File: config.mk
export PLATFORM = sky130hd
export DESIGN_NAME = prox_cycle_seq
export DESIGN_NICKNAME = d
export VERILOG_FILES = /design/src/rtl/prox_seq_pkg.sv /design/src/rtl/prox_tick_gen.sv /design/src/rtl/prox_phase_load.sv /design/src/rtl/prox_cycle_seq.sv
export SDC_FILE = /design/constraint.sdc
export NUM_CORES = 1
export LEC_CHECK = 0
export BUFFER_PORTS_ARGS = -buffer_cell sky130_fd_sc_hd__buf_4
export CORE_ASPECT_RATIO = 0.8
export CORE_MARGIN = 3
export CORE_UTILIZATION = 46
export DETAILED_ROUTE_END_ITERATION = 6
export HOLD_SLACK_MARGIN = 0.02
export PLACE_DENSITY = 0.87
export SLEW_MARGIN = 20
export SYNTH_ARGS = -nofsm -noshare
export SYNTH_HDL_FRONTEND = slang
export SYNTH_HIERARCHICAL = 1
export SYNTH_SLANG_ARGS = --single-unit
File: constraint.sdc
create_clock -name clk -period 2.81 [get_ports clk]
set_clock_uncertainty 0.2 [all_clocks]
set_input_delay 0.1405 -clock clk [delete_from_list [all_inputs] [get_ports clk]]
set_output_delay 0.1405 -clock clk [all_outputs]
set_load 0.005 [all_outputs]
File: src/rtl/prox_seq_pkg.sv
package prox_seq_pkg;
  typedef enum logic [2:0] {
    PS_SLEEP = 3'd0,
    PS_START = 3'd1,
    PS_ACCUM = 3'd2,
    PS_INTEG = 3'd3,
    PS_WAIT  = 3'd4
  } prox_state_e;
endpackage

File: src/rtl/prox_tick_gen.sv
module prox_tick_gen #(
  parameter int PERIOD = 8,
  localparam int CW = $clog2(PERIOD + 1)
) (
  input  logic clk,
  input  logic rst,
  input  logic restart,
  input  logic en,
  output logic tick,
  output logic first_half
);
  logic [CW-1:0] cnt;

  always_ff @(posedge clk) begin
    if (rst || restart) cnt <= '0;
    else if (en) cnt <= (cnt == CW'(PERIOD - 1)) ? '0 : cnt + 1'b1;
  end

  assign tick       = en && (cnt == CW'(PERIOD - 1));
  assign first_half = (cnt < CW'(PERIOD / 2));
endmodule

File: src/rtl/prox_phase_load.sv
module prox_phase_load
  import prox_seq_pkg::*;
#(
  parameter int CFG_W = 8
) (
  input  prox_state_e      phase,
  input  logic [CFG_W-1:0] pulse_cnt,
  input  logic [CFG_W-1:0] integ_time,
  input  logic [CFG_W-1:0] wait_time,
  output logic [CFG_W-1:0] units_m1
);
  always_comb begin
    case (phase)
      PS_ACCUM: units_m1 = (pulse_cnt == '0) ? '0 : pulse_cnt - 1'b1;
      PS_INTEG: units_m1 = ~integ_time;
      PS_WAIT:  units_m1 = ~wait_time;
      default:  units_m1 = '0;
    endcase
  end
endmodule

File: src/rtl/prox_cycle_seq.sv
module prox_cycle_seq
  import prox_seq_pkg::*;
#(
  parameter int STEP_CLKS  = 8,
  parameter int PULSE_CLKS = 4,
  parameter int LONG_MULT  = 12,
  parameter int CFG_W      = 8,
  parameter int DATA_W     = 16
) (
  input  logic              clk,
  input  logic              rst,
  input  logic              pwr_on,
  input  logic              prox_en,
  input  logic              wait_en,
  input  logic              wait_long,
  input  logic [CFG_W-1:0]  pulse_cnt,
  input  logic [CFG_W-1:0]  integ_time,
  input  logic [CFG_W-1:0]  wait_time,
  input  logic [DATA_W-1:0] adc_result,
  output logic              led_drive,
  output logic              accum_act,
  output logic              integ_act,
  output logic              convert_stb,
  output logic [DATA_W-1:0] data_q,
  output logic              data_valid,
  output logic [2:0]        state_q
);
  prox_state_e      state, nxt, first_phase;
  logic [CFG_W-1:0] units_left, load_val;
  logic             step_tick, pulse_tick, long_tick, pulse_on;
  logic             step_half_unused, long_half_unused;
  logic             unit_tick, adv;

  prox_tick_gen #(.PERIOD(STEP_CLKS)) u_step (
    .clk(clk), .rst(rst), .restart(adv), .en(1'b1),
    .tick(step_tick), .first_half(step_half_unused));

  prox_tick_gen #(.PERIOD(PULSE_CLKS)) u_pulse (
    .clk(clk), .rst(rst), .restart(adv), .en(1'b1),
    .tick(pulse_tick), .first_half(pulse_on));

  prox_tick_gen #(.PERIOD(LONG_MULT)) u_long (
    .clk(clk), .rst(rst), .restart(adv), .en(step_tick),
    .tick(long_tick), .first_half(long_half_unused));

  prox_phase_load #(.CFG_W(CFG_W)) u_load (
    .phase(nxt), .pulse_cnt(pulse_cnt), .integ_time(integ_time),
    .wait_time(wait_time), .units_m1(load_val));

  // Which timebase advances the unit counter in each phase
  always_comb begin
    case (state)
      PS_START, PS_INTEG: unit_tick = step_tick;
      PS_ACCUM:           unit_tick = pulse_tick;
      PS_WAIT:            unit_tick = wait_long ? long_tick : step_tick;
      default:            unit_tick = 1'b0;
    endcase
  end

  assign adv = (state == PS_SLEEP) ? pwr_on : (unit_tick && units_left == '0);

  assign first_phase = prox_en ? PS_ACCUM : (wait_en ? PS_WAIT : PS_START);

  always_comb begin
    case (state)
      PS_SLEEP: nxt = PS_START;
      PS_START: nxt = pwr_on ? first_phase : PS_SLEEP;
      PS_ACCUM: nxt = PS_INTEG;
      PS_INTEG: nxt = !pwr_on ? PS_SLEEP : (wait_en ? PS_WAIT : first_phase);
      PS_WAIT:  nxt = pwr_on ? first_phase : PS_SLEEP;
      default:  nxt = PS_SLEEP;
    endcase
  end

  assign convert_stb = (state == PS_INTEG) && adv;

  always_ff @(posedge clk) begin
    if (rst) begin
      state      <= PS_SLEEP;
      units_left <= '0;
      data_q     <= '0;
      data_valid <= 1'b0;
    end else begin
      data_valid <= 1'b0;
      if (adv) begin
        state      <= nxt;
        units_left <= load_val;
      end else if (unit_tick) begin
        units_left <= units_left - 1'b1;
      end
      if (convert_stb) begin
        data_q     <= adc_result;
        data_valid <= 1'b1;
      end
    end
  end

  assign led_drive = (state == PS_ACCUM) && pulse_on;
  assign accum_act = (state == PS_ACCUM);
  assign integ_act = (state == PS_INTEG);
  assign state_q   = state;

  AST_WAKE_TO_START: assert property (@(posedge clk) disable iff (rst)
    (state == PS_SLEEP && pwr_on) |=> state == PS_START);
  AST_ACCUM_THEN_INTEG: assert property (@(posedge clk) disable iff (rst)
    ($past(state) == PS_ACCUM && state != PS_ACCUM) |-> state == PS_INTEG);
  AST_NO_SLEEP_FROM_ACCUM: assert property (@(posedge clk) disable iff (rst)
    (state == PS_SLEEP && $past(state) != PS_SLEEP) |-> $past(state) != PS_ACCUM);
  AST_VALID_AFTER_CONVERT: assert property (@(posedge clk) disable iff (rst)
    data_valid |-> ($past(state) == PS_INTEG && $past(convert_stb)));
  AST_DATA_HOLD: assert property (@(posedge clk) disable iff (rst)
    !data_valid |-> $stable(data_q));
endmodule

==> After elaboration in Yosys (flattened, before gate mapping) <==
Cells that the tools add are included.
{ "totals": {"regBits": 39, "out_inout_bits": 24} }
{ "classes": {"add_sub_neg": 5, "n_lt_le_gt_ge": 1, "n_eq_ne": 10, "muxes": 15, "bitwise_logic": 2, "reduce_logical": 13} }
{ "ops": {"columns": ["op", "n"], "rows": [
  ["8-bit 2-to-1 mux", 3],
  ["8-bit one-hot mux with 3 select lines", 1],
  ["8-bit zero test", 2],
  ["8-bit inverter", 2],
  ["8-bit by 1-bit subtractor with 8-bit output, second input constant", 2],
  ["3-bit by 2-bit equality test with 1-bit output, second input constant", 5],
  ["3-bit 2-to-1 mux", 5],
  ["3-bit one-hot mux with 4 select lines", 1],
  ["4-bit by 1-bit adder with 4-bit output, second input constant", 2],
  ["2-bit OR reduction", 4],
  ["3-bit equality test, second input constant", 2],
  ["4-bit by 3-bit equality test with 1-bit output, second input constant", 1],
  ["4-bit equality test, second input constant", 1],
  ["1-bit logical AND", 4],
  ["4-bit 2-to-1 mux", 1],
  ["3-bit by 1-bit adder with 3-bit output, second input constant", 1],
  ["3-bit by 1-bit equality test with 1-bit output, second input constant", 1],
  ["3-bit zero test", 1],
  ["3-bit by 2-bit < comparator with 1-bit output, second input constant", 1],
  ["1-bit 2-to-1 mux", 3],
  ["1-bit one-hot mux with 3 select lines", 1],
  ["2-bit nonzero test", 1],
  ["1-bit logical OR", 1]
]} }

==> Depth between registers and ports, before layout <==
{ "logic_depth": {"word_depth": 8, "mapped_depth": 12} }

==> By module <==
Netlist, hierarchy kept.
{ "modules_own_cells": {"columns": ["mod", "instances", "cells_each", "area_each_um2", "seq_area_each_um2"], "rows": [
  ["prox_cycle_seq", 1, 171, 1448.9, 560.5],
  ["prox_phase_load", 1, 41, 306.5, 0.0],
  ["prox_tick_gen at u_long", 1, 20, 187.7, 80.1],
  ["prox_tick_gen at u_step", 1, 18, 176.4, 80.1],
  ["prox_tick_gen at u_pulse", 1, 12, 133.9, 60.1]
]} }

==> Least setup slack after synthesis <==
No wires, ideal clock.
{ "synth_path": {"kind": "register to register", "start": "register u_step.cnt[0]", "end": "register u_step.cnt[0]", "setup_ns": 0.064, "arrival_ns": 2.361, "path_slack_ns": 0.185, "stages_incl_launch_ff": 11, "n_path_buf": 1, "synth_period_minus_slack_ns": 2.625, "path_cell_list": "dfxtp_1 ha_1 and4b_1 nand2_2 nor2_1 mux2_2 a211oi_1 buf_2 o21ai_4 or3_1 nor2_1"} }
{ "synth_via": {"elab_chain_cells": 8, "word_cells_on_any_way": 9, "classes_between": "add/sub: 1; eq/ne: 1; mux: 3; reduce/logical: 4"} }
{ "synth_rtl": {"columns": ["item", "line_no", "source"], "rows": [
  ["start, declared", "prox_tick_gen.sv:12", "logic [CW-1:0] cnt;"],
  ["start signal, assigned", "prox_tick_gen.sv:16", "else if (en) cnt <= (cnt == CW'(PERIOD - 1)) ? '0 : cnt + 1'b1;"],
  ["4-bit by 3-bit equality test with 1-bit output", "prox_tick_gen.sv:19", "assign tick = en && (cnt == CW'(PERIOD - 1));"],
  ["named net step_tick", "prox_cycle_seq.sv:30", "logic step_tick, pulse_tick, long_tick, pulse_on;"],
  ["1-bit logical AND", "prox_tick_gen.sv:19", null],
  ["named net long_tick", "prox_cycle_seq.sv:30", null],
  ["1-bit 2-to-1 mux", "prox_cycle_seq.sv:55", "PS_WAIT: unit_tick = wait_long ? long_tick : step_tick;"],
  ["1-bit one-hot mux with 3 select lines", "prox_cycle_seq.sv:52", "case (state)"],
  ["1-bit logical AND", "prox_cycle_seq.sv:60", "assign adv = (state == PS_SLEEP) ? pwr_on : (unit_tick && units_left == '0);"],
  ["1-bit 2-to-1 mux", "prox_cycle_seq.sv:60", null],
  ["named net adv", "prox_cycle_seq.sv:32", "logic unit_tick, adv;"],
  ["1-bit logical OR", "prox_tick_gen.sv:15", "if (rst || restart) cnt <= '0;"],
  ["2-bit OR reduction (no source line)", null, null]
]} }
The timed path passes the listed nets, and every way through them passes these cells.
A chain may end at the register's enable or synchronous reset.

==> Worst setup path after layout <==
{ "layout_path": {"start": "register units_left[0]", "end": "output convert_stb"} }
{ "layout_via": {"elab_chain_cells": 4} }
{ "layout_rtl": {"columns": ["item", "line_no", "source"], "rows": [
  ["start, declared", "prox_cycle_seq.sv:29", "logic [CFG_W-1:0] units_left, load_val;"],
  ["start signal, assigned", "prox_cycle_seq.sv:87", "units_left <= load_val;"],
  ["start signal, assigned", "prox_cycle_seq.sv:89", "units_left <= units_left - 1'b1;"],
  ["8-bit zero test", "prox_cycle_seq.sv:60", null],
  ["1-bit logical AND", "prox_cycle_seq.sv:60", null],
  ["1-bit 2-to-1 mux", "prox_cycle_seq.sv:60", null],
  ["1-bit logical AND", "prox_cycle_seq.sv:75", "assign convert_stb = (state == PS_INTEG) && adv;"],
  ["end, declared", "prox_cycle_seq.sv:23", "output logic convert_stb,"]
]} }
No other way between the ends.

==> metrics <==
vias in the first global route=2088; Top Ports=70; Wirelength per Cell=14.2 um; # rows=22; Cell Area, Placed=0.00286 mm2; Final Hold Vio Count=0; gpl congestion=0.883; max-cap violations=0; power per cell area=440 mW/mm2; share of cells above drive strength 1=27.9%; clk slew on worst S/H paths=80 ps; routed vias/inst=5.29; kind of critical path=reg -> out; setup TNS=0 ps; Placeable Area=0.00465 mm2; Iter 0 DRT Violations=205; IO Port Bufs=69; Max Clk Rate=366 MHz; TritonCTS sink count=39; Critical-path top delay cell=or3b_2; first-pass GRT wire length=9.79 mm; antenna viol nets, final=0; Initial Util=48.3%; critical path, cell by cell=inv_1 -> ha_1 -> or3b_2 -> or3_1 -> nor3_4 -> buf_12 -> buf_4; clock latency on the worst-skew pair=290 ps; post-route core utilization=68.0%; Ant. Diodes=0; Synth warnings=6; final WL=5.95 mm; Pins Over Slew Limit=0; die height=68.5 um; area grow syn2layout=40.9%; status=complete, no violations; Worst Max-Slew Pin Slew=507 ps; Mapped Cells=260; Post-Syn Area=0.00224 mm2; dpl cells=392; depth of the CTS H-tree=2; Tcrit/Tclk final=97.1%; overall routing resource usage=21.2%; worst min path class=in -> reg; Final Critical Period=2730 ps; max_slew headroom=66.0%; Avg Cell Area, Syn=8.63 um2; GR Overflow Total=0; initial antenna violation count=0; startpoint class of the critical path=register; required time of the critical path=2470 ps; Final setup viols=0; largest net degree at the start of global routing=38; total CTS buffers=5; die area=0.00576 mm2; Final Instance Area=0.00316 mm2; critical path arrival=2390 ps; Buf/Inv on CP=3; CTS Root Cell=clkbuf_8; static leakage=1.32 nW; delay-heaviest family, CP=simple AND/OR/NAND/NOR gates; Max rail drop VDD=0.352 mV; CTS tree=built; Nets=409; crit-path max cell delay=480 ps; Final Non-Filler Cells=418; Detail Placement HPWL=4.14 mm; via count=2212; RSZ-0062 raised after global routing=yes; die width=84.1 um; Crit. End Element=primary output; drt pass-1 iters=5; critical-path maximum fanout=17; CTS Buffer Depth=2; Residual DRC=0
-- power breakdown --
part / leakage [nW] / internal [mW] / total, mW / switching (mW)
Sequential: 0.317 / 0.571 / 0.594 / 0.0228
Combinational: 0.943 / 0.148 / 0.297 / 0.149
Clock: 0.0618 / 0.292 / 0.500 / 0.208
Total: 1.32 / 1.01 / 1.39 / 0.380
-- routing by layer --
layer	share of wire [%]	GRT usage, %
met5	0	0
met4	0.35	4.02
met3	11	8.42
met2	45	35.0
met1	44	26.6
-- repair_timing --
item | 4_1_cts | 5_1_grt
endpoints found under the setup margin | 0 | 12
hold buffers | 16 | 0
gates resized for setup | 0 | 3
hold endpoints to repair | 16 | 0
setup buffers | 0 | 2
-- tightest hold or removal path: cells and delay by family --
| family | cells | cell delay [ps] |
|---|---|---|
| buf+inv | 1 | 90 |
| compound gates | 2 | 180 |
| simple gates | 1 | 70 |
-- area by class of cell --
class | count | area [um2]
well taps | 60 | 75.1
repair buffers | 93 | 751
multi-input cells | 205 | 1380
fillers | 372 | 1490
flip-flops and latches | 39 | 783
clock buffers | 6 | 82.6
clock inverters | 2 | 38.8
inverters | 13 | 48.8
-- flip-flops by register name, indices dropped and copies added, names as in the netlist --
register     count
units_left       8
data_valid       1
data_q          16
state_q          3
u_long/cnt       4
u_pulse/cnt      3
u_step/cnt       4
-- stage by stage --
step | hold WS (ps) | worst slack, ps | power, mW
2_1_floorplan | 17.3 | 185 | 0.770
3_3_place_gp | 171 | 203 | 0.871
3_5_place_dp | 180 | 142 | 0.878
4_1_cts | 37.9 | 12.1 | 1.40
5_1_grt | 66.8 | -30.4 | 1.46
6_report | 44.2 | 80.8 | 1.39
-- final timing paths --
| kind | from | end | slack, ps | cells past startpoint |
|---|---|---|---|---|
| worst max-delay path | units_left[0] | convert_stb | 80 | 7 |
| worst min-delay path | pulse_cnt[0] | units_left[0] | 40 | 4 |
| worst max register to register | u_step/cnt[0] | u_step/cnt[0] | 200 | 9 |
| worst min register to register | u_pulse/cnt[2] | u_pulse/cnt[2] | 270 | 2 |
-- layout by cell type (no fill, tap or decap), types with 8 or more instances in the layout --
| cell type | instances |
|---|---|
| a21oi_1 | 8 |
| buf_4 | 76 |
| conb_1 | 9 |
| dfxtp_1 | 37 |
| dlygate4sd3_1 | 16 |
| inv_1 | 13 |
| mux2i_1 | 21 |
| nand2_1 | 16 |
| nor2_1 | 37 |
| o21ai_0 | 14 |
Power figures use the tool's default switching activity.
